==> src/rtl/ckg_pkg.sv <==
package ckg_pkg;
  typedef enum logic [1:0] {
    SRC_MAIN = 2'b00,
    SRC_DIV2 = 2'b01,
    SRC_DIV4 = 2'b10,
    SRC_SUB  = 2'b11
  } ckg_src_e;

  typedef enum logic [1:0] {
    MD_NONE  = 2'b00,
    MD_HALT  = 2'b01,
    MD_QSTOP = 2'b10,
    MD_STOP  = 2'b11
  } ckg_mode_e;

  typedef enum logic [2:0] {
    PS_RUN    = 3'd0,
    PS_HALT   = 3'd1,
    PS_QSTOP  = 3'd2,
    PS_STOP   = 3'd3,
    PS_SETTLE = 3'd4
  } ckg_pstate_e;
endpackage

==> src/rtl/ckg_cfg.sv <==
module ckg_cfg
  import ckg_pkg::*;
(
  input  logic     clk,
  input  logic     rst_n,
  input  logic     cfg_wr,
  input  ckg_src_e cfg_src,
  input  logic     cfg_main_off,
  input  logic     sub_osc_on,
  output ckg_src_e sel_src,
  output logic     main_sw_off,
  output logic     refused
);
  ckg_src_e sel_src_q, sel_src_d;
  logic     main_off_q, main_off_d;
  logic     refused_q, refused_d;
  logic     bad_wr;

  always_comb begin
    bad_wr     = ((cfg_src == SRC_SUB) && !sub_osc_on) ||
                 (cfg_main_off && (cfg_src != SRC_SUB));
    sel_src_d  = sel_src_q;
    main_off_d = main_off_q;
    refused_d  = refused_q;
    if (cfg_wr) begin
      if (bad_wr) begin
        refused_d = 1'b1;
      end else begin
        sel_src_d  = cfg_src;
        main_off_d = cfg_main_off;
        refused_d  = 1'b0;
      end
    end
  end

  always_ff @(posedge clk or negedge rst_n) begin
    if (!rst_n) begin
      sel_src_q  <= SRC_MAIN;
      main_off_q <= 1'b0;
      refused_q  <= 1'b0;
    end else if (cfg_wr) begin
      sel_src_q  <= sel_src_d;
      main_off_q <= main_off_d;
      refused_q  <= refused_d;
    end
  end

  assign sel_src     = sel_src_q;
  assign main_sw_off = main_off_q;
  assign refused     = refused_q;


  sub_refuse_chk: assert property (@(posedge clk) disable iff (!rst_n)
    (cfg_wr && cfg_src == SRC_SUB && !sub_osc_on) |=> (refused_q && $stable(sel_src_q)));


  main_off_only_sub_chk: assert property (@(posedge clk) disable iff (!rst_n)
    main_off_q |-> (sel_src_q == SRC_SUB));
endmodule

==> src/rtl/ckg_gear.sv <==
module ckg_gear
  import ckg_pkg::*;
#(
  parameter int MAX_DIV = 4
) (
  input  logic     clk,
  input  logic     rst_n,
  input  ckg_src_e sel_src,
  input  logic     main_run,
  input  logic     sub_tick,
  input  logic     sub_osc_on,
  output ckg_src_e act_src,
  output logic     pend,
  output logic     base_tick
);
  localparam int PH_W = $clog2(MAX_DIV);

  logic [PH_W-1:0] ph_q, ph_d;
  ckg_src_e        act_q, act_d;
  logic            old_alive;
  logic [3:0]      src_tick;

  always_comb begin
    ph_d = ph_q + 1'b1;
  end

  always_ff @(posedge clk or negedge rst_n) begin
    if (!rst_n)        ph_q <= '0;
    else if (main_run) ph_q <= ph_d;
  end

  // One tick decoder per main-derived gear, divider 1 << g
  for (genvar g = 0; g < 3; g++) begin : g_gear
    localparam int DIV = 1 << g;
    always_comb begin
      src_tick[g] = main_run && ((ph_q & PH_W'(DIV - 1)) == PH_W'(DIV - 1));
    end
  end
  always_comb src_tick[3] = sub_tick && sub_osc_on;

  always_comb begin
    base_tick = src_tick[act_q];
    old_alive = (act_q == SRC_SUB) ? sub_osc_on : main_run;
    pend      = (sel_src != act_q);
    act_d     = act_q;
    if (pend && (base_tick || !old_alive)) act_d = sel_src;
  end

  always_ff @(posedge clk or negedge rst_n) begin
    if (!rst_n) act_q <= SRC_MAIN;
    else        act_q <= act_d;
  end

  assign act_src = act_q;


  switch_edge_chk: assert property (@(posedge clk) disable iff (!rst_n)
    !$stable(act_q) |-> ($past(base_tick) || !$past(old_alive)));


  quarter_gap_chk: assert property (@(posedge clk) disable iff (!rst_n)
    (act_q == SRC_DIV4 && base_tick && !pend) |=> !base_tick);
endmodule

==> src/rtl/ckg_standby.sv <==
module ckg_standby
  import ckg_pkg::*;
#(
  parameter int SETTLE_W = 16
) (
  input  logic                clk,
  input  logic                rst_n,
  input  logic                stby_req,
  input  ckg_mode_e           stby_mode,
  input  logic                wake,
  input  logic [SETTLE_W-1:0] settle_val,
  output ckg_pstate_e         pstate
);
  ckg_pstate_e         st_q, st_d;
  logic [SETTLE_W-1:0] cnt_q, cnt_d;

  always_comb begin
    st_d  = st_q;
    cnt_d = cnt_q;
    unique case (st_q)
      PS_RUN: begin
        if (stby_req) begin
          unique case (stby_mode)
            MD_HALT:  st_d = PS_HALT;
            MD_QSTOP: st_d = PS_QSTOP;
            MD_STOP:  st_d = PS_STOP;
            default:  st_d = PS_RUN;
          endcase
        end
      end
      PS_HALT, PS_QSTOP: if (wake) st_d = PS_RUN;
      PS_STOP: begin
        if (wake) begin
          st_d  = PS_SETTLE;
          cnt_d = settle_val;
        end
      end
      PS_SETTLE: begin
        if (cnt_q == '0) st_d = PS_RUN;
        else             cnt_d = cnt_q - 1'b1;
      end
      default: st_d = PS_RUN;
    endcase
  end

  always_ff @(posedge clk or negedge rst_n) begin
    if (!rst_n) begin
      st_q  <= PS_RUN;
      cnt_q <= '0;
    end else begin
      st_q  <= st_d;
      cnt_q <= cnt_d;
    end
  end

  assign pstate = st_q;


  settle_count_chk: assert property (@(posedge clk) disable iff (!rst_n)
    (st_q == PS_SETTLE && cnt_q != '0) |=> (st_q == PS_SETTLE && cnt_q == $past(cnt_q) - 1'b1));


  light_wake_chk: assert property (@(posedge clk) disable iff (!rst_n)
    ((st_q == PS_HALT || st_q == PS_QSTOP) && wake) |=> (st_q == PS_RUN));
endmodule

==> src/rtl/ckgear_standby.sv <==
module ckgear_standby
  import ckg_pkg::*;
#(
  parameter int SETTLE_W = 16,
  parameter int MAX_DIV  = 4
) (
  input  logic                clk,
  input  logic                rst_n,
  input  logic                sub_tick,
  input  logic                sub_osc_on,
  input  logic                cfg_wr,
  input  logic [1:0]          cfg_src,
  input  logic                cfg_main_off,
  input  logic                stby_req,
  input  logic [1:0]          stby_mode,
  input  logic                irq_pend,
  input  logic                nmi,
  input  logic [SETTLE_W-1:0] settle_val,
  output logic                cpu_clk_en,
  output logic                per_clk_en,
  output logic                main_osc_en,
  output logic [7:0]          status
);
  ckg_src_e    sel_src, act_src;
  ckg_pstate_e pstate;
  logic        main_sw_off, refused, pend, base_tick;
  logic        main_run, per_run, wake;

  ckg_cfg i_cfg (
    .clk(clk), .rst_n(rst_n), .cfg_wr(cfg_wr), .cfg_src(ckg_src_e'(cfg_src)),
    .cfg_main_off(cfg_main_off), .sub_osc_on(sub_osc_on),
    .sel_src(sel_src), .main_sw_off(main_sw_off), .refused(refused)
  );

  ckg_standby #(.SETTLE_W(SETTLE_W)) i_stby (
    .clk(clk), .rst_n(rst_n), .stby_req(stby_req), .stby_mode(ckg_mode_e'(stby_mode)),
    .wake(wake), .settle_val(settle_val), .pstate(pstate)
  );

  ckg_gear #(.MAX_DIV(MAX_DIV)) i_gear (
    .clk(clk), .rst_n(rst_n), .sel_src(sel_src), .main_run(main_run),
    .sub_tick(sub_tick), .sub_osc_on(sub_osc_on),
    .act_src(act_src), .pend(pend), .base_tick(base_tick)
  );

  always_comb begin
    wake        = irq_pend || nmi;
    main_osc_en = (pstate != PS_STOP) && !main_sw_off;
    main_run    = main_osc_en && (pstate != PS_SETTLE);
    per_run     = (pstate == PS_RUN) || (pstate == PS_HALT);
    cpu_clk_en  = base_tick && (pstate == PS_RUN);
    per_clk_en  = per_run && (main_run || (sub_tick && sub_osc_on));
    status      = {pend, main_sw_off, refused, act_src, pstate};
  end


  halt_outputs_chk: assert property (@(posedge clk) disable iff (!rst_n)
    (pstate == PS_HALT) |-> (!cpu_clk_en && main_osc_en));


  stop_osc_chk: assert property (@(posedge clk) disable iff (!rst_n)
    (pstate == PS_STOP) |-> (!main_osc_en && !per_clk_en && !cpu_clk_en));


  qstop_outputs_chk: assert property (@(posedge clk) disable iff (!rst_n)
    (pstate == PS_QSTOP) |-> (!per_clk_en && !cpu_clk_en && main_osc_en));
endmodule

==> config.mk <==
export PLATFORM = sky130hd
export DESIGN_NAME = ckgear_standby
export DESIGN_NICKNAME = d
export VERILOG_FILES = /design/src/rtl/ckg_pkg.sv /design/src/rtl/ckg_cfg.sv /design/src/rtl/ckg_gear.sv /design/src/rtl/ckg_standby.sv /design/src/rtl/ckgear_standby.sv
export SDC_FILE = /design/constraint.sdc
export NUM_CORES = 1
export LEC_CHECK = 0
export BUFFER_PORTS_ARGS = -buffer_cell sky130_fd_sc_hd__buf_2
export CORE_AREA = 8 8 68 70
export CTS_CLUSTER_SIZE = 20
export DETAILED_ROUTE_END_ITERATION = 10
export DIE_AREA = 0 0 76 78
export PLACE_DENSITY = 0.76
export SLEW_MARGIN = 5
export SYNTH_ARGS = -nofsm -noshare
export SYNTH_HDL_FRONTEND = slang
export SYNTH_SLANG_ARGS = --single-unit
==> constraint.sdc <==
create_clock -name clk -period 5.4 [get_ports clk]
set_input_delay 0.27 -clock clk [delete_from_list [all_inputs] [get_ports clk]]
set_output_delay 0.27 -clock clk [all_outputs]
set_load 0.03 [all_outputs]
==> key figures <==
Status
  – Outcome: finished, final reports clean

Timing
  – Worst slew slack as a fraction of its limit: 0.522
  – Final Critical Period: 2170 ps
  – Worst-case clock skew: 2.85 ps
  – Transition at the pin with the smallest max-transition slack: 711 ps
  – Hold Fails Final Rpt: 0
  – Worst Slack Setup Final: 3230 ps
  – Post-route fraction of the period consumed by the critical path: 0.402
  – F_max: 460 MHz
  – Final setup violating endpoints: 0
  – Unrepaired setup endpoints after global routing: false
  – Final Max Slew Viols: 0
  – Total negative setup slack: 0 ps

Logic synthesis
  – Most instantiated flip-flop cell in the synthesis netlist: sky130_fd_sc_hd__dfrtp_1
  – Fraction of synthesized cell area taken by the top area cell type: 0.389
  – Mux cell area share after synthesis: 0.0331
  – Post-synthesis average cell area: 9.24 µm²
  – Post-Synthesis Cells: 188
  – Synth Area in XOR/XNOR: 0.0252
  – Fraction of the mapped netlist area in adder cells: 0.0144
  – Synthesis Warnings: 0
  – Top cells by area, synth: sky130_fd_sc_hd__dfrtp_1 (39%), sky130_fd_sc_hd__nand2_1 (4.1%), sky130_fd_sc_hd__nor2_1 (3.9%), sky130_fd_sc_hd__a21oi_1 (3.5%), sky130_fd_sc_hd__o21ai_0 (3.5%)
  – Basic-gate share of the synthesized area counting and, or, nand and nor cells: 0.251
  – Library cell with the largest summed area after synthesis: sky130_fd_sc_hd__dfrtp_1
  – Main combinational cell family by area after synthesis: simple AND/OR/NAND/NOR gates
  – Async SR Flop Fraction: 1.00
  – Synthesized netlist net count: 219
  – Count of state elements after synthesis: 27
  – Number of distinct standard cells referenced by the synthesized netlist: 56
  – Number of enable-type register cells in the synthesized netlist: 0
  – Fraction of the yosys area taken by sequential cells: 0.389
  – Synthesized cell area: 1740 µm²
  – Post-synthesis compound-gate area fraction: 0.220

Global routing
  – Overall overflow remaining after global route: 0
  – Overall Global Routing Usage: 0.147
  – Global-route wire length before repair: 7460 µm
  – Via count of the first global-routing pass: 1,642
  – Largest net degree at the start of global routing: 28
  – Antenna violations before repair: 0

Power and ir drop
  – Peak VDD IR: 0.000197 V
  – Static leakage: 0.866 nW
  – Power after layout: 833 µW
  – Power per standard cell area: 424 nW/µm²

Floorplan
  – Floorplan die area: 5930 µm²
  – Effective utilization at floorplan: 0.489
  – Number of I/O pins: 40
  – Number of rows created at floorplan: 22
  – Floorplan die height: 78 µm
  – Width of the die: 76 µm
  – Floorplan core area: 3550 µm²

Cells and area
  – Diode count: 0
  – Final instance area: 1970 µm²
  – Fraction of layout cells with a size suffix above 1: 0.274
  – Post-route core utilization: 0.554
  – Final layout net count: 258
  – P&R area growth vs syn: 13.1%

Worst setup path
  – Crit path arrival time: 1900 ps
  – Data required time of the critical path: 5130 ps
  – Reg2reg setup slack: 3290 ps
  – Worst-path fanout max: 10
  – Critical Path End Type: primary output
  – Ordered list of cells on the worst path: and3b_2, nor2_1, nand2_1, a2111oi_0, buf_2
  – Critical Path Slowest Stage Cell: sky130_fd_sc_hd__dfrtp_1
  – Kind of launch point of the worst setup path: flip-flop
  – Maximum single-stage delay on the critical path: 510 ps
  – Start-to-end type of the worst setup path: flip-flop to primary output

Placed design
  – Input/output buffers: 39
  – Worst-case setup slack after placement: 3360 ps
  – Area post-placement: 1930 µm²
  – DPL Wire Length: 3150 µm
  – GP Congestion: 0.872

Clock network
  – Clk sinks: 27
  – Clk pin slew, worst setup/hold paths: 150 ps
  – Number of H-tree branching levels: 1
  – Cts hold-fix bufs: 1
  – Maximum buffer depth of the clock tree: 2
  – TritonCTS clock tree: yes
  – Total clock buffers created by CTS: 3
  – Clock network latency to the later pin of the worst-skew pair: 330 ps
  – Number of gates given a new drive strength after cts: 0
  – Post-CTS Repair Setup Buffers: 0
  – Root buffer cell: sky130_fd_sc_hd__clkbuf_4

Worst hold path
  – Type of the tightest min-delay check: input pin to flip-flop

Route
  – Average vias per placed instance: 5.84
  – Number of DRC markers in iteration 0: 141
  – Routed met3 length: 237 µm
  – DRC Markers: 0
  – Overall routed net length: 4260 µm
  – Wire length on met1: 1890 µm
  – Highest routing layer actually used: met4
  – WL met2: 2080 µm
  – Final antenna-violating net count: 0
  – Via Count: 1,600
  – Routed wire per std cell: 15.6 µm
  – 1st-pass router iterations: 4

Flow run
  – Max-Cap Viols: 0
## synthesized netlist by cell type, types with 2 or more instances
cell type / instances
sky130_fd_sc_hd__nor4_2: 2
sky130_fd_sc_hd__ha_1: 2
sky130_fd_sc_hd__clkbuf_8: 4
sky130_fd_sc_hd__xnor2_1: 5
sky130_fd_sc_hd__buf_4: 4
sky130_fd_sc_hd__a22oi_1: 4
sky130_fd_sc_hd__nand4_1: 4
sky130_fd_sc_hd__a31oi_1: 2
sky130_fd_sc_hd__nor4bb_1: 2
sky130_fd_sc_hd__mux2i_1: 2
sky130_fd_sc_hd__nor2_1: 18
sky130_fd_sc_hd__and4b_1: 2
sky130_fd_sc_hd__nor3_1: 5
sky130_fd_sc_hd__mux2_2: 2
sky130_fd_sc_hd__nand2_1: 19
sky130_fd_sc_hd__nand2b_1: 2
sky130_fd_sc_hd__o22ai_1: 3
sky130_fd_sc_hd__o21ai_0: 12
sky130_fd_sc_hd__dfrtp_1: 27
sky130_fd_sc_hd__o211ai_1: 4
sky130_fd_sc_hd__nor2b_1: 2
sky130_fd_sc_hd__o221a_2: 2
sky130_fd_sc_hd__and3_1: 2
sky130_fd_sc_hd__nand3_1: 6
sky130_fd_sc_hd__nor3b_2: 2
sky130_fd_sc_hd__nand3b_1: 2
sky130_fd_sc_hd__inv_1: 6
sky130_fd_sc_hd__nor4_1: 2
sky130_fd_sc_hd__a21oi_1: 12
## logic make-up after synthesis
family | count (synthesis)
and+or+nand+nor | 77
AOI/OAI and AO/OA | 56
DFF | 27
buffers and inverters | 16
xor gates and xnor gates | 5
muxes | 5
adders and majority gates | 2
## cell type report
type / instances / area, µm²
Clock buffer: 3 / 22.5
Clock inverter: 1 / 7.51
Fill cell: 329 / 1590
Inverter: 7 / 26.3
Multi-Input combinational cell: 145 / 946
Sequential cell: 27 / 676
Tap cell: 48 / 60.1
Timing Repair Buffer: 43 / 228
## placed cells by master, fill, tap and decap left out, types with 2 or more instances in the layout
cell / n
sky130_fd_sc_hd__buf_2: 39
sky130_fd_sc_hd__dfrtp_1: 27
sky130_fd_sc_hd__nand2_1: 19
sky130_fd_sc_hd__nor2_1: 18
sky130_fd_sc_hd__o21ai_0: 12
sky130_fd_sc_hd__a21oi_1: 12
sky130_fd_sc_hd__inv_1: 6
sky130_fd_sc_hd__nand3_1: 6
sky130_fd_sc_hd__xnor2_1: 5
sky130_fd_sc_hd__nor3_1: 5
sky130_fd_sc_hd__nand4_1: 4
sky130_fd_sc_hd__o211ai_1: 4
sky130_fd_sc_hd__a22oi_1: 4
sky130_fd_sc_hd__o22ai_1: 3
sky130_fd_sc_hd__clkbuf_4: 3
sky130_fd_sc_hd__buf_4: 3
sky130_fd_sc_hd__nor2b_1: 2
sky130_fd_sc_hd__a31oi_1: 2
sky130_fd_sc_hd__nand2b_1: 2
sky130_fd_sc_hd__nor3b_2: 2
sky130_fd_sc_hd__nor4_1: 2
sky130_fd_sc_hd__nor4_2: 2
sky130_fd_sc_hd__nand3b_1: 2
sky130_fd_sc_hd__and4b_1: 2
sky130_fd_sc_hd__mux2_2: 2
sky130_fd_sc_hd__mux2i_1: 2
sky130_fd_sc_hd__o221a_2: 2
sky130_fd_sc_hd__and3_1: 2
sky130_fd_sc_hd__nor4bb_1: 2
sky130_fd_sc_hd__ha_1: 2
## flip-flops by register name, summed over array words and instances, names as in the netlist
signal             flops
i_cfg.main_sw_off      1
i_cfg.refused          1
i_cfg.sel_src          2
i_gear.act_src         2
i_gear.ph_q            2
i_stby.cnt_q          16
i_stby.pstate          3
## critical path, delay by kind of cell, from the launching register on
| kind | cells | cell delay, ps |
|---|---|---|
| flip-flops | 1 | 510 |
| AND/OR/NAND/NOR | 3 | 430 |
| AO/OA/AOI/OAI | 1 | 370 |
| buffers and inverters | 1 | 270 |
## layer usage
| metal | vias to the layer above | GRT usage |
|---|---|---|
| met4 | 0 | 0.0588 |
| met1 | 766 | 0.183 |
| met3 | 4 | 0.0253 |
| met2 | 47 | 0.248 |
| li1 | 783 | - |
| met5 | - | 0 |
## where the power goes
group / internal, mW / switching [mW]
clock network: 0.0284 / 0.0622
logic: 0.159 / 0.195
registers: 0.282 / 0.106
total: 0.469 / 0.364
## final timing paths
kind / from / to / cells after the start
max reg2reg: i_stby.cnt_q[0] / i_stby.cnt_q[1] / 7
min: settle_val[6] / i_stby.cnt_q[6] / 2
max: i_stby.pstate[1] / cpu_clk_en / 5
min reg2reg: i_cfg.refused / i_cfg.refused / 2
max in group asynchronous: rst_n / i_stby.cnt_q[9] / 2
min in group asynchronous: rst_n / i_stby.pstate[1] / 2
## stage by stage
| stage | hold WS, ps | cells |
|---|---|---|
| 3_5_place_dp | 307 | 269 |
| 3_3_place_gp | 310 | 269 |
| 2_1_floorplan | -25.6 | 188 |
| 5_1_grt | 150 | 274 |
| 4_1_cts | 165 | 274 |
| 6_report | 168 | 274 |
No activity file was read; power rests on OpenSTA's default activity.
